==> config.mk <==
export PLATFORM = sky130hd
export DESIGN_NAME = lut_train_seq
export DESIGN_NICKNAME = d
export VERILOG_FILES = /design/src/rtl/lut_train_pkg.sv /design/src/rtl/lut_train_fsm.sv /design/src/rtl/lut_train_accum.sv /design/src/rtl/lut_train_avg.sv /design/src/rtl/lut_train_seq.sv
export SDC_FILE = /design/constraint.sdc
export NUM_CORES = 1
export LEC_CHECK = 0
export ABC_AREA = 1
export CAP_MARGIN = 40
export CORE_UTILIZATION = 50
export CTS_CLUSTER_SIZE = 24
export DETAILED_ROUTE_END_ITERATION = 12
export PLACE_DENSITY = 0.7
export SYNTH_ARGS = -nofsm -noshare
export SYNTH_HDL_FRONTEND = slang
export SYNTH_HIERARCHICAL = 1
export SYNTH_SLANG_ARGS = --single-unit
export TNS_END_PERCENT = 1
==> constraint.sdc <==
create_clock -name clk -period 1.79 [get_ports clk]
set_input_delay 0.358 -clock clk [delete_from_list [all_inputs] [get_ports clk]]
set_output_delay 0.358 -clock clk [all_outputs]
set_load 0.1 [all_outputs]
==> src/rtl/lut_train_pkg.sv <==
package lut_train_pkg;

  // Sequencer states, in the order a pass visits them.
  typedef enum logic [2:0] {
    ST_IDLE    = 3'd0,
    ST_SWITCH  = 3'd1,
    ST_SETTLE  = 3'd2,
    ST_ACCUM   = 3'd3,
    ST_WRITE   = 3'd4,
    ST_NEXT    = 3'd5,
    ST_RELEASE = 3'd6,
    ST_DONE    = 3'd7
  } seq_state_t;

  // Number of I/Q channels carried through the capture path.
  localparam int NUM_CH = 2;

endpackage

==> src/rtl/lut_train_fsm.sv <==
module lut_train_fsm
  import lut_train_pkg::*;
#(
  parameter int CODE_W   = 8,
  parameter int AVG_LOG2 = 5,
  parameter int SETTLE_W = 16
) (
  input  logic                clk,
  input  logic                rst_n,
  input  logic                start_i,
  input  logic [SETTLE_W-1:0] settle_cycles_i,
  input  logic                cap_valid_i,
  input  logic                wr_ready_i,
  output logic [CODE_W-1:0]   code_o,
  output logic                take_o,
  output logic                clear_o,
  output logic                cap_ready_o,
  output logic                wr_valid_o,
  output logic                load_sel_o,
  output logic                sym_valid_o,
  output logic                busy_o,
  output logic                done_o
);

  localparam logic [CODE_W-1:0]   CODE_LAST = '1;
  localparam logic [AVG_LOG2-1:0] SMP_LAST  = '1;

  seq_state_t            state_q;
  logic [CODE_W-1:0]     code_q;
  logic [SETTLE_W-1:0]   settle_q;
  logic [SETTLE_W-1:0]   wait_q;
  logic [AVG_LOG2-1:0]   nsmp_q;

  // Output decode: every control output is a function of the state only.
  always_comb begin
    load_sel_o  = 1'b0;
    sym_valid_o = 1'b0;
    cap_ready_o = 1'b0;
    wr_valid_o  = 1'b0;
    clear_o     = 1'b0;
    done_o      = 1'b0;
    busy_o      = (state_q != ST_IDLE);
    unique case (state_q)
      ST_IDLE:    ;
      ST_SWITCH:  load_sel_o = 1'b1;
      ST_SETTLE: begin
        load_sel_o  = 1'b1;
        sym_valid_o = 1'b1;
        clear_o     = 1'b1;
      end
      ST_ACCUM: begin
        load_sel_o  = 1'b1;
        sym_valid_o = 1'b1;
        cap_ready_o = 1'b1;
      end
      ST_WRITE: begin
        load_sel_o  = 1'b1;
        sym_valid_o = 1'b1;
        wr_valid_o  = 1'b1;
      end
      ST_NEXT: begin
        load_sel_o  = 1'b1;
        sym_valid_o = 1'b1;
      end
      ST_RELEASE: ;
      ST_DONE:    done_o = 1'b1;
      default:    ;
    endcase
  end

  assign take_o = cap_valid_i & cap_ready_o;
  assign code_o = code_q;

  // Sequencing: switch, then settle / accumulate / write per code.
  always_ff @(posedge clk or negedge rst_n) begin
    if (!rst_n) begin
      state_q  <= ST_IDLE;
      code_q   <= '0;
      settle_q <= '0;
      wait_q   <= '0;
      nsmp_q   <= '0;
    end else begin
      unique case (state_q)
        ST_IDLE: begin
          if (start_i) begin
            state_q  <= ST_SWITCH;
            settle_q <= settle_cycles_i;
            code_q   <= '0;
          end
        end
        ST_SWITCH: begin
          state_q <= ST_SETTLE;
          wait_q  <= settle_q;
        end
        ST_SETTLE: begin
          if (wait_q == '0) begin
            state_q <= ST_ACCUM;
            nsmp_q  <= '0;
          end else begin
            wait_q <= wait_q - 1'b1;
          end
        end
        ST_ACCUM: begin
          if (take_o) begin
            if (nsmp_q == SMP_LAST) state_q <= ST_WRITE;
            else                    nsmp_q  <= nsmp_q + 1'b1;
          end
        end
        ST_WRITE: begin
          if (wr_ready_i) state_q <= ST_NEXT;
        end
        ST_NEXT: begin
          if (code_q == CODE_LAST) begin
            state_q <= ST_RELEASE;
          end else begin
            code_q  <= code_q + 1'b1;
            wait_q  <= settle_q;
            state_q <= ST_SETTLE;
          end
        end
        ST_RELEASE: state_q <= ST_DONE;
        ST_DONE:    state_q <= ST_IDLE;
        default:    state_q <= ST_IDLE;
      endcase
    end
  end

  // Checker counter: settle cycles spent since the symbol last changed.
  logic [SETTLE_W:0] gap_q;
  always_ff @(posedge clk or negedge rst_n) begin
    if (!rst_n)                                      gap_q <= '0;
    else if (state_q == ST_SWITCH || state_q == ST_NEXT) gap_q <= '0;
    else if (state_q == ST_SETTLE && gap_q != '1)    gap_q <= gap_q + 1'b1;
  end

  AST_SETTLE_GAP: assert property (@(posedge clk) disable iff (!rst_n)
    cap_ready_o |-> (gap_q > {1'b0, settle_q})) else $error("settle window cut short");

  AST_CODE_STEP: assert property (@(posedge clk) disable iff (!rst_n)
    (state_q == ST_NEXT && code_q != CODE_LAST) |=>
      (code_q == $past(code_q) + 1'b1) && (state_q == ST_SETTLE)) else $error("code step");

  AST_START_IGNORED: assert property (@(posedge clk) disable iff (!rst_n)
    (start_i && busy_o && state_q != ST_NEXT) |=> ($stable(code_o) && state_q != ST_SWITCH))
    else $error("start honoured while busy");

  AST_DONE_PULSE: assert property (@(posedge clk) disable iff (!rst_n)
    done_o |=> !done_o) else $error("done longer than one cycle");

  AST_DONE_AFTER_RELEASE: assert property (@(posedge clk) disable iff (!rst_n)
    done_o |-> (!load_sel_o && !$past(load_sel_o))) else $error("done before antenna");

endmodule

==> src/rtl/lut_train_accum.sv <==
module lut_train_accum #(
  parameter int SAMPLE_W = 12,
  parameter int AVG_LOG2 = 5,
  localparam int SUM_W   = SAMPLE_W + AVG_LOG2
) (
  input  logic                       clk,
  input  logic                       rst_n,
  input  logic                       clr_i,
  input  logic                       take_i,
  input  logic signed [SAMPLE_W-1:0] sample_i,
  output logic signed [SUM_W-1:0]    sum_o
);

  logic signed [SUM_W-1:0] sum_q;
  logic signed [SUM_W-1:0] sample_ext;

  // Sign-extend so 2^AVG_LOG2 full-scale samples cannot overflow.
  assign sample_ext = {{AVG_LOG2{sample_i[SAMPLE_W-1]}}, sample_i};

  always_ff @(posedge clk or negedge rst_n) begin
    if (!rst_n)      sum_q <= '0;
    else if (clr_i)  sum_q <= '0;
    else if (take_i) sum_q <= sum_q + sample_ext;
  end

  assign sum_o = sum_q;

  AST_SUM_STILL: assert property (@(posedge clk) disable iff (!rst_n)
    (!take_i && !clr_i) |=> $stable(sum_o)) else $error("sum moved without a sample");

endmodule

==> src/rtl/lut_train_avg.sv <==
module lut_train_avg #(
  parameter int SUM_W    = 17,
  parameter int AVG_LOG2 = 5,
  parameter int OUT_W    = 12
) (
  input  logic signed [SUM_W-1:0] sum_i,
  output logic signed [OUT_W-1:0] avg_o
);

  localparam int EXT_W = SUM_W + 1;
  localparam logic signed [EXT_W-1:0] HALF = EXT_W'(1) << (AVG_LOG2 - 1);
  localparam logic signed [EXT_W-1:0] MAXV = EXT_W'((64'sd1 <<< (OUT_W - 1)) - 64'sd1);
  localparam logic signed [EXT_W-1:0] MINV = -MAXV - EXT_W'(1);

  logic signed [EXT_W-1:0] ext;
  logic signed [EXT_W-1:0] biased;
  logic signed [EXT_W-1:0] quot;

  // Round half up, then floor-divide by an arithmetic shift.
  always_comb begin
    ext    = {sum_i[SUM_W-1], sum_i};
    biased = ext + HALF;
    quot   = biased >>> AVG_LOG2;
    if (quot > MAXV)      avg_o = MAXV[OUT_W-1:0];
    else if (quot < MINV) avg_o = MINV[OUT_W-1:0];
    else                  avg_o = quot[OUT_W-1:0];
  end

endmodule

==> src/rtl/lut_train_seq.sv <==
module lut_train_seq
  import lut_train_pkg::*;
#(
  parameter int CODE_W   = 8,
  parameter int AVG_LOG2 = 5,
  parameter int SAMPLE_W = 12,
  parameter int OUT_W    = 12,
  parameter int SETTLE_W = 16
) (
  input  logic                       clk,
  input  logic                       rst_n,
  input  logic                       start_i,
  input  logic [SETTLE_W-1:0]        settle_cycles_i,
  output logic                       load_sel_o,
  output logic                       busy_o,
  output logic                       done_o,
  output logic                       sym_valid_o,
  output logic [CODE_W-1:0]          sym_code_o,
  input  logic                       cap_valid_i,
  output logic                       cap_ready_o,
  input  logic signed [SAMPLE_W-1:0] cap_re_i,
  input  logic signed [SAMPLE_W-1:0] cap_im_i,
  output logic                       wr_valid_o,
  input  logic                       wr_ready_i,
  output logic [CODE_W-1:0]          wr_addr_o,
  output logic signed [OUT_W-1:0]    wr_re_o,
  output logic signed [OUT_W-1:0]    wr_im_o
);

  localparam int SUM_W = SAMPLE_W + AVG_LOG2;

  logic              take;
  logic              clear;
  logic [CODE_W-1:0] code;

  logic signed [SAMPLE_W-1:0] smp   [NUM_CH];
  logic signed [SUM_W-1:0]    sum_w [NUM_CH];
  logic signed [OUT_W-1:0]    avg_w [NUM_CH];

  assign smp[0] = cap_re_i;
  assign smp[1] = cap_im_i;

  lut_train_fsm #(
    .CODE_W   (CODE_W),
    .AVG_LOG2 (AVG_LOG2),
    .SETTLE_W (SETTLE_W)
  ) u_fsm (
    .clk             (clk),
    .rst_n           (rst_n),
    .start_i         (start_i),
    .settle_cycles_i (settle_cycles_i),
    .cap_valid_i     (cap_valid_i),
    .wr_ready_i      (wr_ready_i),
    .code_o          (code),
    .take_o          (take),
    .clear_o         (clear),
    .cap_ready_o     (cap_ready_o),
    .wr_valid_o      (wr_valid_o),
    .load_sel_o      (load_sel_o),
    .sym_valid_o     (sym_valid_o),
    .busy_o          (busy_o),
    .done_o          (done_o)
  );

  // One accumulator and one averager per capture channel.
  for (genvar ch = 0; ch < NUM_CH; ch++) begin : g_ch
    lut_train_accum #(
      .SAMPLE_W (SAMPLE_W),
      .AVG_LOG2 (AVG_LOG2)
    ) u_acc (
      .clk      (clk),
      .rst_n    (rst_n),
      .clr_i    (clear),
      .take_i   (take),
      .sample_i (smp[ch]),
      .sum_o    (sum_w[ch])
    );

    lut_train_avg #(
      .SUM_W    (SUM_W),
      .AVG_LOG2 (AVG_LOG2),
      .OUT_W    (OUT_W)
    ) u_avg (
      .sum_i (sum_w[ch]),
      .avg_o (avg_w[ch])
    );

    AST_SIGN_KEEP: assert property (@(posedge clk) disable iff (!rst_n)
      (wr_valid_o && !sum_w[ch][SUM_W-1]) |-> !avg_w[ch][OUT_W-1])
      else $error("clipping flipped sign");
  end

  assign sym_code_o = code;
  assign wr_addr_o  = code;
  assign wr_re_o    = avg_w[0];
  assign wr_im_o    = avg_w[1];

  AST_WR_HOLD: assert property (@(posedge clk) disable iff (!rst_n)
    (wr_valid_o && !wr_ready_i) |=>
      (wr_valid_o && $stable(wr_addr_o) && $stable(wr_re_o) && $stable(wr_im_o)))
    else $error("write dropped under back-pressure");

  AST_LOAD_DURING_SYM: assert property (@(posedge clk) disable iff (!rst_n)
    sym_valid_o |-> load_sel_o) else $error("symbol sent toward antenna");

endmodule

==> impl_metrics.tcl <==
set metrics [dict create \
    outcome "finished, violations left" \
    violations "setup timing" \
    synth-main-ff-cell "dfrtp_1" \
    switching_share_pct 52.8 \
    ant_nets 0 \
    antenna_found_initial 0 \
    cp-end-kind "output pin" \
    layout_common_cells "nand2_1 (366), inv_1 (134), buf_4 (121)" \
    slew-limit-headroom_pct 48.2 \
    vias 7323 \
    io_buffers 90 \
    grt_pass1_vias 6867 \
    clk_pin_slew_ns 0.06 \
    p_int_mw 9.65 \
    max_stage_delay_ns 0.39 \
    cap_violations 0 \
    grt_max_degree 34 \
    clkSinkCount 82 \
    critical_path_class "flip-flop to output pin" \
    clock.fmax_ghz 0.451 \
    crit_cells 10 \
    stdcell_count 1477 \
    synth-edff-count 0 \
    crit_path_cell_trace "ha_2 > nand2_2 > nor2_4 > nand2_4 > nor2_4 > nand2_2 > nand2_4 > nand2_8 > nand2_2 > buf_12" \
    ys_types 43 \
    area_growth_pct 44.1 \
    dieArea_um2 14900 \
    core.rowCount 43 \
    placedCellCount 1458 \
    layout-drive-gt1-share_pct 30.4 \
    synth_top_family_by_area "simple AND/OR/NAND/NOR gates" \
    cts_tree "built" \
    fin_crit_ns 2.22 \
    setup_viol 34 \
    crit_arrival_ns 1.86 \
    crit_top_cell "nand2_2" \
    synth_simple_gate_area_share_pct 42.3 \
    min-delay-path-class "input pin to asynchronous set/reset pin" \
    first_pass_iters 5 \
    synth-xor-area-share_pct 2.43 \
    period_share_pct 124 \
    drt_iter0_drc 383 \
    yosysSeqAreaShare_pct 28.4 \
    synthMuxAreaShare_pct 2.50 \
    crit_path_start "g_ch[1].u_acc/sum_o[4]$_DFFE_PN0P_" \
    synth-warning-count 6 \
    start_kind "flip-flop" \
    worst_r2r_endpoint "g_ch[0].u_acc/sum_o[16]$_DFFE_PN0P_" \
    p_leak_nw 5.38 \
    r2r-start "g_ch[0].u_acc/sum_o[7]$_DFFE_PN0P_" \
    p_seq_share_pct 16.3 \
    finish.utilization_pct 74.3 \
    drv_slew 0 \
    p_switching_mw 10.8 \
    p_per_area_nw_per_um2 1970 \
    grt.overflow.total 0 \
    die_h_um 122 \
    synthAdderAreaFrac_pct 7.83 \
    drcViolationCount 0 \
    skew_ns 0.00885 \
    initial_utilization_pct 51.6 \
    viasPerCell 4.96 \
    core_um2 14000 \
    crit_family "simple AND/OR/NAND/NOR gates" \
    ctsRootBufferMaster "clkbuf_16" \
    dpl.hpwl_mm 14.1 \
    async_flop_share_pct 100 \
    vdd_drop_max_v 0.00153 \
    grt_usage_pct 25.8 \
    synth-compound-area-share_pct 5.96 \
    diodes 0 \
    crit_path_max_fanout 6 \
    hold_viol 0 \
    syn_area_um2 7220 \
    grt_pass1_wl_mm 30.9 \
    reg2reg_depth 10 \
    routed_wl_mm 18.3 \
    ys_seq_elements 82 \
    syn-num-nets 1172 \
    crit_required_ns 1.43 \
    rrSetupSlack_ns -0.07 \
    h-tree-depth 3 \
    power_frac_clock_pct 9.4 \
    cts_buffer_depth 2 \
    nets 1382 \
    endpoint "wr_im_o[4]" \
    power.share.combinational_pct 74.3 \
    worstSkewPairLatency_ns 0.35 \
    syn_area_per_cell_um2 6.66 \
    die_width_um 122 \
    io_pins 91 \
    cp.buffers_inverters 1 \
    post_drt_wl_per_cell_um 12.4 \
    critPathSlowestCell "dfrtp_1" \
    worstMarginPinSlew_ns 0.777 \
    final_common_cell "nand2_1" \
    setup_ws_ns -0.428 \
    cts_buffers 9 \
    netlist_instances 1083 \
    rsz0062_at_grt "yes" \
    gp_congestion 0.896 \
]
cell type report:
type                    count  area [µm²]
inverters                 161         626
flip-flops and latches     82        2060
well taps                 180         225
clock buffers               9         225
clock inverters             6        75.1
multi-input cells         822        4820
fillers                  1077        3590
repair buffers            217        2370
Yosys cell counts, types with 6 or more instances:
cell / count / area [µm²]
nand3b_1: 10 / 75.1
xnor2_1: 7 / 61.3
inv_2: 17 / 63.8
nand4_1: 18 / 113
nor3_2: 10 / 100
nor2_2: 7 / 43.8
nor2_1: 85 / 319
buf_4: 12 / 90.1
mux2_2: 16 / 180
inv_1: 142 / 533
a21oi_1: 25 / 125
nand3_2: 6 / 60.1
xor2_1: 13 / 114
o21ai_0: 24 / 120
nand3_1: 66 / 330
ha_1: 42 / 526
nand2_2: 58 / 363
nand2_1: 382 / 1430
nor2_4: 8 / 90.1
dfrtp_1: 82 / 2050
cell families after synthesis:
logic type                 after synthesis
buffers and inverters                  181
muxes                                   16
adders and majority gates               44
AOI/OAI and AO/OA                       72
DFF                                     82
and+or+nand+nor                        668
xor gates and xnor gates                20
metal layers:
metal / wire length [µm] / track usage (%)
met2: 8950 / 44.2
met3: 703 / 3.98
met4: 308 / 6.63
met5: 0 / 0
met1: 8330 / 33.6
metrics by stage:
step	TNS (ns)	power [mW]	setup slack, ns	instance area (µm²)	hold WS, ns
2_1_floorplan	-11.91	12.7	-0.374	7290	0.0624
3_3_place_gp	-9.63	17.6	-0.378	9710	0.290
3_5_place_dp	-11.49	17.8	-0.432	9710	0.288
4_1_cts	-11.04	20.0	-0.439	10100	0.463
5_1_grt	-14.79	21.9	-0.518	10400	0.510
6_report	-10.44	20.5	-0.428	10400	0.460
sequential cells by signal (all words and copies together), names as in the netlist:
register          cells
g_ch.u_acc/sum_o     34
u_fsm/code_o          8
u_fsm/settle_q       16
u_fsm/state_q         3
u_fsm/nsmp_q          5
u_fsm/wait_q         16
power groups by stage:
stage,Sequential [mW],Clock (mW),Combinational [mW]
floorplan,3.32,0,9.34
global placement,3.30,0,14.3
detailed placement,3.32,0,14.5
CTS,3.31,1.97,14.7
global route,3.45,2.03,16.4
finish,3.34,1.92,15.2
timing repair:
| item | in CTS | in global routing |
|---|---|---|
| gates resized for setup | 21 | 64 |
| setup endpoints to repair | 62 | 84 |
| pin swaps | 10 | 12 |
| setup buffers | 0 | 1 |
| hold buffers | 1 | 0 |
| cloned | 2 | 0 |
| endpoints found under the hold margin | 21 | 0 |
worst min path at each step:
stage / to / slack [ns]
after global routing: g_ch[1].u_acc/sum_o[9]$_DFFE_PN0P_ / 0.51
after floorplan: g_ch[0].u_acc/sum_o[0]$_DFFE_PN0P_ / 0.06
final: g_ch[1].u_acc/sum_o[9]$_DFFE_PN0P_ / 0.46
after detailed placement: g_ch[1].u_acc/sum_o[9]$_DFFE_PN0P_ / 0.29
after CTS: g_ch[1].u_acc/sum_o[9]$_DFFE_PN0P_ / 0.46
after global placement: g_ch[1].u_acc/sum_o[7]$_DFFE_PN0P_ / 0.29
Note: power is estimated with default switching activity, not from simulation.
